### config.mk
export PLATFORM = sky130hd
export DESIGN_NAME = pot_serial_ctrl
export DESIGN_NICKNAME = d
export VERILOG_FILES = /design/src/rtl/pot_pkg.sv /design/src/rtl/pot_pin_sync.sv /design/src/rtl/pot_shifter.sv /design/src/rtl/pot_wiper_bank.sv /design/src/rtl/pot_serial_ctrl.sv
export SDC_FILE = /design/constraint.sdc
export NUM_CORES = 1
export LEC_CHECK = 0
export BUFFER_PORTS_ARGS = -buffer_cell sky130_fd_sc_hd__buf_4
export CAP_MARGIN = 20
export CORE_MARGIN = 1.5
export CORE_UTILIZATION = 53
export CTS_CLUSTER_DIAMETER = 100
export CTS_CLUSTER_SIZE = 40
export DETAILED_ROUTE_END_ITERATION = 8
export GPL_TIMING_DRIVEN = 0
export PLACE_DENSITY = 0.78
export SKIP_LAST_GASP = 1
export SLEW_MARGIN = 40
export SYNTH_ARGS = -nofsm -noshare
export SYNTH_HDL_FRONTEND = slang
export SYNTH_SLANG_ARGS = --single-unit
export TNS_END_PERCENT = 1
### constraint.sdc
create_clock -name clk_i -period 1.8 [get_ports clk_i]
set_input_delay 0.36 -clock clk_i [delete_from_list [all_inputs] [get_ports clk_i]]
set_output_delay 0.36 -clock clk_i [all_outputs]
set_load 0.05 [all_outputs]
### src/rtl/pot_pkg.sv
package pot_pkg;

  // Midscale code for a wiper of the given width: only the top bit set.
  function automatic logic [31:0] midscale_of(int unsigned width);
    return 32'(1) << (width - 1);
  endfunction

  // True when a decoded address selects the given channel.
  function automatic logic addr_hits(int unsigned addr, int unsigned ch);
    return addr == ch;
  endfunction

  // Serial output drive enable for the open-drain pin model.
  function automatic logic pull_low_of(logic rs_n, logic shdn_n, logic bit_q);
    return rs_n & shdn_n & ~bit_q;
  endfunction

endpackage

### src/rtl/pot_pin_sync.sv
module pot_pin_sync #(
  parameter int               WIDTH     = 3,
  parameter int               STAGES    = 2,
  parameter logic [WIDTH-1:0] RESET_VAL = '0
) (
  input  logic             clk_i,
  input  logic             rst_n_i,
  input  logic [WIDTH-1:0] din_i,
  output logic [WIDTH-1:0] dout_o
);

  // STAGES must be at least 2; the chain is one packed shift per pin.
  logic [STAGES-1:0][WIDTH-1:0] stg_q;

  always_ff @(posedge clk_i or negedge rst_n_i) begin
    if (!rst_n_i) begin
      stg_q <= {STAGES{RESET_VAL}};
    end else begin
      stg_q <= {stg_q[STAGES-2:0], din_i};
    end
  end

  assign dout_o = stg_q[STAGES-1];

endmodule

### src/rtl/pot_shifter.sv
module pot_shifter #(
  parameter int WORD_W = 10
) (
  input  logic              clk_i,
  input  logic              rst_n_i,
  input  logic              shift_en_i,
  input  logic              sdi_i,
  output logic [WORD_W-1:0] word_o,
  output logic              sdo_q_o
);

  logic [WORD_W-1:0] sr_q;
  logic              sdo_q;

  // The oldest bit leaves into the output latch as each new bit enters.
  always_ff @(posedge clk_i or negedge rst_n_i) begin
    if (!rst_n_i) begin
      sr_q  <= '0;
      sdo_q <= 1'b0;
    end else if (shift_en_i) begin
      sr_q  <= {sr_q[WORD_W-2:0], sdi_i};
      sdo_q <= sr_q[WORD_W-1];
    end
  end

  assign word_o  = sr_q;
  assign sdo_q_o = sdo_q;

endmodule

### src/rtl/pot_wiper_bank.sv
module pot_wiper_bank #(
  parameter int CHANNELS = 4,
  parameter int DATA_W   = 8,
  parameter int ADDR_W   = 2
) (
  input  logic                       clk_i,
  input  logic                       rst_n_i,
  input  logic                       load_i,
  input  logic [ADDR_W-1:0]          addr_i,
  input  logic [DATA_W-1:0]          data_i,
  output logic [CHANNELS*DATA_W-1:0] wiper_o,
  output logic [CHANNELS-1:0]        sel_o
);

  localparam logic [DATA_W-1:0] MID = DATA_W'(pot_pkg::midscale_of(DATA_W));

  for (genvar c = 0; c < CHANNELS; c++) begin : g_chan
    logic [DATA_W-1:0] val_q;

    assign sel_o[c] = load_i & pot_pkg::addr_hits(32'(addr_i), c);

    always_ff @(posedge clk_i or negedge rst_n_i) begin
      if (!rst_n_i) begin
        val_q <= MID;
      end else if (sel_o[c]) begin
        val_q <= data_i;
      end
    end

    assign wiper_o[c*DATA_W +: DATA_W] = val_q;
  end

endmodule

### src/rtl/pot_serial_ctrl.sv
module pot_serial_ctrl #(
  parameter int CHANNELS    = 4,
  parameter int DATA_W      = 8,
  parameter int SYNC_STAGES = 2
) (
  input  logic                       clk_i,
  input  logic                       rs_n_i,
  input  logic                       sclk_i,
  input  logic                       cs_n_i,
  input  logic                       sdi_i,
  input  logic                       shdn_n_i,
  output logic [CHANNELS*DATA_W-1:0] wiper_o,
  output logic                       shutdown_o,
  output logic                       sdo_pull_low_o
);

  localparam int ADDR_W = (CHANNELS > 1) ? $clog2(CHANNELS) : 1;
  localparam int WORD_W = ADDR_W + DATA_W;

  // Synchronised pin levels: {sclk, cs_n, sdi}; select idles high.
  logic [2:0] pins_s;
  logic       sclk_s, cs_n_s, sdi_s;
  logic       sclk_prev_q, cs_prev_q;

  // Named internal events.
  logic              sclk_rise;
  logic              cs_rise;
  logic              shift_en;
  logic              load_en;
  logic [WORD_W-1:0] sr_word;
  logic              sdo_q;
  logic [CHANNELS-1:0] load_sel;

  pot_pin_sync #(
    .WIDTH    (3),
    .STAGES   (SYNC_STAGES),
    .RESET_VAL(3'b010)
  ) sync_i (
    .clk_i  (clk_i),
    .rst_n_i(rs_n_i),
    .din_i  ({sclk_i, cs_n_i, sdi_i}),
    .dout_o (pins_s)
  );

  assign sclk_s = pins_s[2];
  assign cs_n_s = pins_s[1];
  assign sdi_s  = pins_s[0];

  always_ff @(posedge clk_i or negedge rs_n_i) begin
    if (!rs_n_i) begin
      sclk_prev_q <= 1'b0;
      cs_prev_q   <= 1'b1;
    end else begin
      sclk_prev_q <= sclk_s;
      cs_prev_q   <= cs_n_s;
    end
  end

  assign sclk_rise = sclk_s & ~sclk_prev_q;
  assign cs_rise   = cs_n_s & ~cs_prev_q;
  assign shift_en  = sclk_rise & ~cs_n_s;
  assign load_en   = cs_rise;

  pot_shifter #(
    .WORD_W(WORD_W)
  ) shift_i (
    .clk_i     (clk_i),
    .rst_n_i   (rs_n_i),
    .shift_en_i(shift_en),
    .sdi_i     (sdi_s),
    .word_o    (sr_word),
    .sdo_q_o   (sdo_q)
  );

  pot_wiper_bank #(
    .CHANNELS(CHANNELS),
    .DATA_W  (DATA_W),
    .ADDR_W  (ADDR_W)
  ) bank_i (
    .clk_i  (clk_i),
    .rst_n_i(rs_n_i),
    .load_i (load_en),
    .addr_i (sr_word[WORD_W-1 -: ADDR_W]),
    .data_i (sr_word[DATA_W-1:0]),
    .wiper_o(wiper_o),
    .sel_o  (load_sel)
  );

  assign shutdown_o     = ~shdn_n_i;
  assign sdo_pull_low_o = pot_pkg::pull_low_of(rs_n_i, shdn_n_i, sdo_q);

endmodule

# Word-level counts from Yosys, hierarchy flattened
# Index checks and enable logic that the tools add are counted.
[word_totals]
reg_bits = 51
in_bits = 6
output_inout_bits = 34
wordCells = 28
[op_classes]
n_eq_ne = 3
bitwise = 14
n_reduce_logical = 1
[op_table]
columns = ["cell", "count"]
rows = [
  ["$and A1 B1 Y1", 9],
  ["$not A1 Y1", 5],
  ["$eq A2 B2 Y1 const B", 2],
  ["$eq A2 B1 Y1 const B", 1],
  ["$logic_not A2 Y1", 1],
]

# Logic depth before layout (Yosys ltp)
# Gate-level depths: netlist (run 1).
[depth]
ltp_word = 3
mapped_depth = 3
mapped_depth_nobuf = 2

# Cells and area by module
# From an unflattened synthesis (run 1), not the netlist that was laid out.
[unflattened]
hier_cells = 110
hier_area_um2 = 1941.9
[by_module_without_submodules]
columns = ["module", "instances", "cells_each", "area_per_inst_um2", "seq_area_each_um2"]
rows = [
  ["pot_wiper_bank", 1, 72, 1233.7, 805.8],
  ["pot_shifter", 1, 23, 447.9, 275.3],
  ["pot_pin_sync", 1, 9, 175.2, 152.6],
  ["pot_serial_ctrl", 1, 6, 85.1, 51.3],
]

# Worst setup path before layout (run 1)
# OpenSTA, ideal clock, no wires.
[synth_timing]
kind = "input-to-output"
from = "in shdn_n_i"
to = "out sdo_pull_low_o"
arrival_time_ns = 1.791
required_time_ns = 1.440
slack_ns = -0.351
cell_stages = 2
path_buffers = 0
path_cell_list = "inv_1 > nor3b_1"
[synth_via]
elab_chain_len = 2
[synth_rtl]
columns = ["item", "line_no", "text"]
rows = [
  ["start: declaration", "pot_serial_ctrl.sv:11", "input logic shdn_n_i,"],
  ["$and A1 B1 Y1 (2 in a row)", "pot_pkg.sv:15", "return rs_n & shdn_n & ~bit_q;"],
  ["end: declaration", "pot_serial_ctrl.sv:14", "output logic sdo_pull_low_o"],
]
# No other way between the ends.

# Worst setup path in the final report (run 1)
[layout_timing]
from = "in rs_n_i"
to = "out sdo_pull_low_o"
[layout_via]
elab_chain_len = 2
[layout_rtl]
columns = ["item", "line_no", "text"]
rows = [
  ["start: declaration", "pot_serial_ctrl.sv:7", "input logic rs_n_i,"],
  ["$and A1 B1 Y1 (2 in a row)", "pot_pkg.sv:15", ""],
]
# No other way between the ends.

==> results of run 1 <==
cell type report:
class / instances / area, um^2
Buffer: 3 / 27.53
Fill cell: 242 / 1012
Timing Repair Buffer: 41 / 307.8
Sequential cell: 51 / 1285
Inverter: 1 / 3.754
Clock inverter: 2 / 60.06
Tap cell: 46 / 57.56
Multi-Input combinational cell: 49 / 568.0
Clock buffer: 6 / 41.29
cells by family (layout without fill, tap and decap cells):
family	after synthesis	after routing
flops	51	51
mux	43	43
simple gates	6	6
buf+inv	4	53
per-layer routing:
metal / GRT usage [%] / vias up
met4: 5.000 / 0
li1: - / 469
met2: 31.85 / 24
met3: 3.784 / 3
met5: 0 / -
met1: 19.38 / 540
cells in the mapped netlist:
cell,number,share of area [%]
dfstp_2,7,9.8
buf_2,1,0.27
nor4b_4,1,1.3
and4bb_2,2,1.3
mux2_2,43,26
inv_1,1,0.20
dfrtp_1,44,59
nor3b_1,2,0.80
buf_6,2,1.2
nand4b_2,1,0.80
report_power, final:
part           leakage, nW  switching [mW]  internal [mW]
Sequential           0.651           0.195           1.38
Combinational        0.486           0.636          0.387
Clock               0.0525           0.331          0.434
Total                 1.19            1.16           2.20
stage by stage:
stage	setup TNS, ns	worst slack [ns]
global route	-0.01997	-0.01997
finish	0	0.1165
global placement	0	0.09118
CTS	0	0.03409
detailed placement	0	0.05516
floorplan	0	0.1320
how the worst max path moves through the flow:
stage                           from                         to  cells past startpoint
floorplan                   shdn_n_i             sdo_pull_low_o                      2
global placement              rs_n_i             sdo_pull_low_o                      3
detailed placement  sync_i.dout_o[1]  bank_i.g_chan[0].val_q[0]                      2
CTS                 sync_i.dout_o[1]  bank_i.g_chan[0].val_q[1]                      2
global route                  rs_n_i             sdo_pull_low_o                      3
finish                        rs_n_i             sdo_pull_low_o                      3
registers in the layout (all words and copies together) (netlist names):
register	cells
bank_i.g_chan.val_q	32
shift_i.word_o	10
cs_prev_q	1
sclk_prev_q	1
sync_i.dout_o	3
shift_i.sdo_q_o	1
sync_i.stg_q	3
what timing repair did:
| action | CTS | global route |
|---|---|---|
| setup endpoints to repair | 0 | 6 |
| buffers inserted | 0 | 2 |
| gates resized for setup | 0 | 0 |
| hold buffers | 0 | 0 |
==> key figures, run 1 <==
Outcome
  • Status: complete, no violations

Synth
  • Synthesis Warnings: 0
  • Post-synthesis simple-gate area fraction: 4.194%
  • Cell Area, Synth: 1879 um^2
  • Synth Area in Adders: 0%
  • Netlist cell types: 10
  • Multiplexer share of the synthesized area: 25.77%
  • XOR/XNOR Fraction of Synth Area: 0%
  • Compound-Gate Fraction of Synth Area: 0%
  • Cells after synthesis: 104
  • Avg Cell Area, Syn: 18.07 um^2
  • Synth Register Bits: 51
  • Syn_nets: 110
  • Register area share after synthesis: 68.38%
  • Largest family of logic cells by synthesized area: multiplexers

Clocking
  • CTS Buffer Depth: 2
  • Clock Root Buffer: clkbuf_4
  • Clk_lat worst skew: 0.35 ns
  • H-tree depth: 2
  • Num CTS Buffers: 5
  • CTS tree: built
  • CTS Sinks: 51
  • Clk pin slew, worst setup/hold paths: 0.13 ns

Power and ir drop
  • Maximum vdd drop: 1.069 mV
  • Design Power: 3.361 mW
  • PwrDens: 1430 nW/um^2
  • Leakage power: 1.190 nW

Cells and area
  • N_diodes: 0
  • Area growth syn-to-layout: 25.10%
  • Util after Layout: 69.90%
  • Commonest non-fill, non-tap cell in the layout: dfrtp_1
  • Fin cells: 199
  • # nets final: 158
  • Finished Cell Area: 2351 um^2
  • Layout cells sized above 1: 69.28%
  • Commonest cells after routing, fill and taps aside: 44 x dfrtp_1, 43 x mux2_2, 41 x buf_4

Detailed routing
  • Wire length on met2: 1.689 mm
  • Met1 wire length: 1.261 mm
  • Drt total wl: 3.093 mm
  • # DRC: 0
  • Via count: 1,036
  • Wirelength per Cell: 15.54 um
  • Via density: 5.206
  • Iter 0 DRT Violations: 18
  • Post-route ant nets: 0
  • Highest metal layer with signal wires: met4
  • WL met3: 120 um
  • Drt first pass iters: 3

Setup path
  • Setup crit start kind: input pin
  • WP data required: 1.44 ns
  • Worst R2R Start: sync_i.dout_o[1]
  • WP buf/inv: 2
  • Most used cell, CP: buf_4
  • Crit. End Element: output port
  • Cell family contributing the most delay on the critical path: buffers and inverters
  • CP peak stage delay: 0.48 ns
  • R2R setup slack: 0.31 ns
  • Reg-to-reg critical path endpoint: bank_i.g_chan[0].val_q[4]
  • Crit-path cells: buf_4 > nor3b_2 > buf_4
  • Critical path data arrival time: 1.32 ns
  • CP Class: input pin to output port
  • Crit Path Max Fanout: 52
  • Slowest CP cell: buf_4
  • R2R cell count: 3

Global route
  • Largest net degree at the start of global routing: 53
  • Total GRT Usage: 17.03%
  • Vias in the first global route: 1,088
  • Initial antenna violation count: 0
  • GRT Residual Overflow: 0
  • Global-route wire length before repair: 5.119 mm

STA
  • Tcrit/Tclk final: 93.53%
  • Setup violators final: 0
  • Worst-Margin Slew: 0.6044 ns
  • Hold_ws: 0.003497 ns
  • RSZ-0062 raised after global routing: true
  • Slew Limit Fails: 0
  • Min cycle time layout: 1.684 ns
  • Clock Skew: 0.01000 ns
  • FMAX: 594.0 MHz
  • Hold Fails Final Rpt: 0
  • Slew margin rel.: 59.71%

Placed design
  • DP Cell Count: 189
  • Placement Cell Area: 2235 um^2
  • Final Wtd Congestion: 0.7000
  • Number of port buffers: 39
  • Post-DP HPWL: 2.099 mm

Floorplanning
  • Die height: 62.55 um
  • Die area: 3912 um^2
  • Io pins: 40
  • Die width: 62.55 um
  • Core Rows: 21
  • Starting Density: 55.88%
  • Total core area: 3363 um^2

Worst hold path
  • Hold WC Path Type: input pin to async pin

Run
  • Total of max-cap violations: 0
Power figures use the tool's default switching activity.
==> inputs of run 2 (changes only) <==
--- a/config.mk
+++ b/config.mk
@@ -7,7 +7,7 @@
 export LEC_CHECK = 0
 export BUFFER_PORTS_ARGS = -buffer_cell sky130_fd_sc_hd__buf_4
 export CAP_MARGIN = 20
-export CORE_MARGIN = 1.5
+export CORE_MARGIN = 1
 export CORE_UTILIZATION = 53
 export CTS_CLUSTER_DIAMETER = 100
 export CTS_CLUSTER_SIZE = 40
==> key figures, run 2 (synthesis results as in run 1) <==
Cells and area
  • N_diodes: 0 (unchanged)
  • Flip-flop count of the largest register after layout: 32 (unchanged)
  • # fillers: 261 (+7.9%)
  • # nets final: 156 (-1.3%)
  • FF+latch area: 1285 um^2 (unchanged)
  • Layout cells sized above 1: 68.67% (-0.61 points)
  • Multi-input gate area: 568.0 um^2 (unchanged)
  • Largest register by flop count: bank_i.g_chan.val_q
  • Finished Cell Area: 2310 um^2 (-1.8%)
  • Commonest cells after routing, fill and taps aside: 44 x dfrtp_1, 43 x mux2_2, 38 x buf_4
  • Area growth syn-to-layout: 22.90%
  • Commonest non-fill, non-tap cell in the layout: dfrtp_1

Setup path
  • CP peak stage delay: 0.62 ns (+0.14 ns)
  • WP data required: 2.05 ns (+0.61 ns)
  • Crit-path cells: nor4b_4 > mux2_2
  • Crit Path Max Fanout: 8 (-85%)
  • Critical path data arrival time: 1.98 ns (+0.66 ns)
  • Cell family contributing the most delay on the critical path: flip-flops
  • Crit. End Element: register
  • Worst R2R Start: sync_i.dout_o[1]
  • WP buf/inv: 0 (-2)
  • Setup crit start kind: register
  • Slowest CP cell: dfstp_2
  • Worst setup path startpoint: sync_i.dout_o[1]
  • CP Class: register to register

STA
  • FMAX: 577.3 MHz (-2.8%)
  • Worst setup margin: 0.06769 ns (-0.04877 ns)
  • Tcrit/Tclk final: 96.24% (+2.7 points)
  • Slew Limit Fails: 0 (unchanged)
  • Hold Fails Final Rpt: 44 (+44)
  • Min cycle time layout: 1.732 ns (+0.04877 ns)
  • RSZ-0062 raised after global routing: false
  • Slew margin rel.: 53.97% (-5.7 points)
  • Setup violators final: 0 (unchanged)
  • Worst-Margin Slew: 0.6876 ns (+0.08314 ns)
  • Hold_ws: -0.08556 ns (-0.08906 ns)
  • Sum Neg Setup Slack: 0 ns (unchanged)
  • Clock Skew: 0.01260 ns (+0.002596 ns)

Placed design
  • Pre-CTS setup slack: 0.06305 ns (+0.007891 ns)
  • Final Wtd Congestion: 0.6835 (-2.4%)
  • Number of port buffers: 39 (unchanged)
  • Placement Cell Area: 2235 um^2 (unchanged)
  • Post-DP HPWL: 2.019 mm (-3.8%)

Clocking
  • CTS Buffer Depth: 2 (unchanged)
  • Setup bufs post-CTS: 0 (unchanged)
  • Clock Root Buffer: clkbuf_4
  • Num CTS Buffers: 5 (unchanged)
  • Clk_lat worst skew: 0.36 ns (about the same)
  • CTS Sinks: 51 (unchanged)
  • CTS tree: built
  • H-tree depth: 2 (unchanged)
  • Clk pin slew, worst setup/hold paths: 0.12 ns (about the same)
  • Cts hold-fix bufs: 0 (unchanged)

Run
  • Total of max-cap violations: 0 (unchanged)

Detailed routing
  • Wirelength per Cell: 15.19 um (-2.2%)
  • Via density: 5.092 (-2.2%)
  • Iter 0 DRT Violations: 18 (unchanged)
  • Via count: 998 (-3.7%)
  • # DRC: 0 (unchanged)
  • Drt first pass iters: 3 (unchanged)
  • Drt total wl: 2.978 mm (-3.7%)
  • Post-route ant nets: 0 (unchanged)

Outcome
  • Failing checks: hold timing
  • Status: finished with violations

Power and ir drop
  • Design Power: 3.188 mW (-5.1%)
  • PwrDens: 1380 nW/um^2 (-3.5%)
  • Maximum vdd drop: 0.8155 mV (-24%)
  • Leakage power: 1.167 nW (-2.0%)

Global route
  • GRT Residual Overflow: 0 (unchanged)
  • Largest net degree at the start of global routing: 53 (unchanged)
  • Global-route wire length before repair: 4.761 mm (-7.0%)
  • Total GRT Usage: 18.74% (+1.7 points)
  • Initial antenna violation count: 0 (unchanged)
  • Vias in the first global route: 939 (-14%)

Floorplanning
  • Die width: 61.55 um (-1.6%)
  • Io pins: 40 (unchanged)
  • Core Rows: 21 (unchanged)
  • Total core area: 3363 um^2 (unchanged)
  • Starting Density: 55.88% (unchanged)
  • Die area: 3788 um^2 (-3.2%)
  • Die height: 61.55 um (-1.6%)

Worst hold path
  • Hold WC Path Type: input pin to async pin
-- run 2: cell types whose count changed in the layout (fill, tap and decap cells not counted), sizes merged --
cell,previous run,this run
buf,44,42
bufinv,2,1
-- run 2: stage by stage --
step	std cells	utilization [%]
after floorplan	104	-
after global placement	189	66.44
after detailed placement	189	66.44
after CTS	196	68.56
after global routing	196	68.68
final	196	68.68
-- run 2: per-layer routing --
metal  GRT usage, %  part of all wire, %  vias up
met5              0                    0        -
met4          7.619                  1.7        0
met3          5.882                  4.5        6
met2          29.65                   50       24
met1          24.15                   44      503
li1               -                    -      465
-- run 2: area by class of cell --
class                   instances  area share (%)
clock buffers                   6           1.788
flip-flops and latches         51           55.63
well taps                      46           2.492
plain buffers                   3           1.192
inverters                       1          0.1625
multi-input cells              49           24.59
clock inverters                 1           1.300
repair buffers                 39           12.84
-- run 2: final timing paths --
check | endpoint | slack, ns | cells past startpoint
hold / removal | sync_i.stg_q[2] | -0.09 | 1
max in group asynchronous | bank_i.g_chan[2].val_q[7] | 1.53 | 1
hold reg to reg | sync_i.dout_o[0] | 0.36 | 0
setup reg to reg | bank_i.g_chan[0].val_q[0] | 0.07 | 2
min in group clk_i | sync_i.stg_q[0] | 0.10 | 1
setup / recovery | bank_i.g_chan[0].val_q[0] | 0.07 | 2
-- run 2: where the power goes --
group | switching, mW | total (mW) | internal [mW]
clock | 0.323 | 0.609 | 0.287
sequential | 0.189 | 1.57 | 1.38
combinational | 0.631 | 1.01 | 0.380
total | 1.14 | 3.19 | 2.05
-- run 2: repair_timing --
action,in CTS,in global routing
hold endpoints to repair,0,44
resized for setup,0,1
endpoints found under the setup margin,0,1
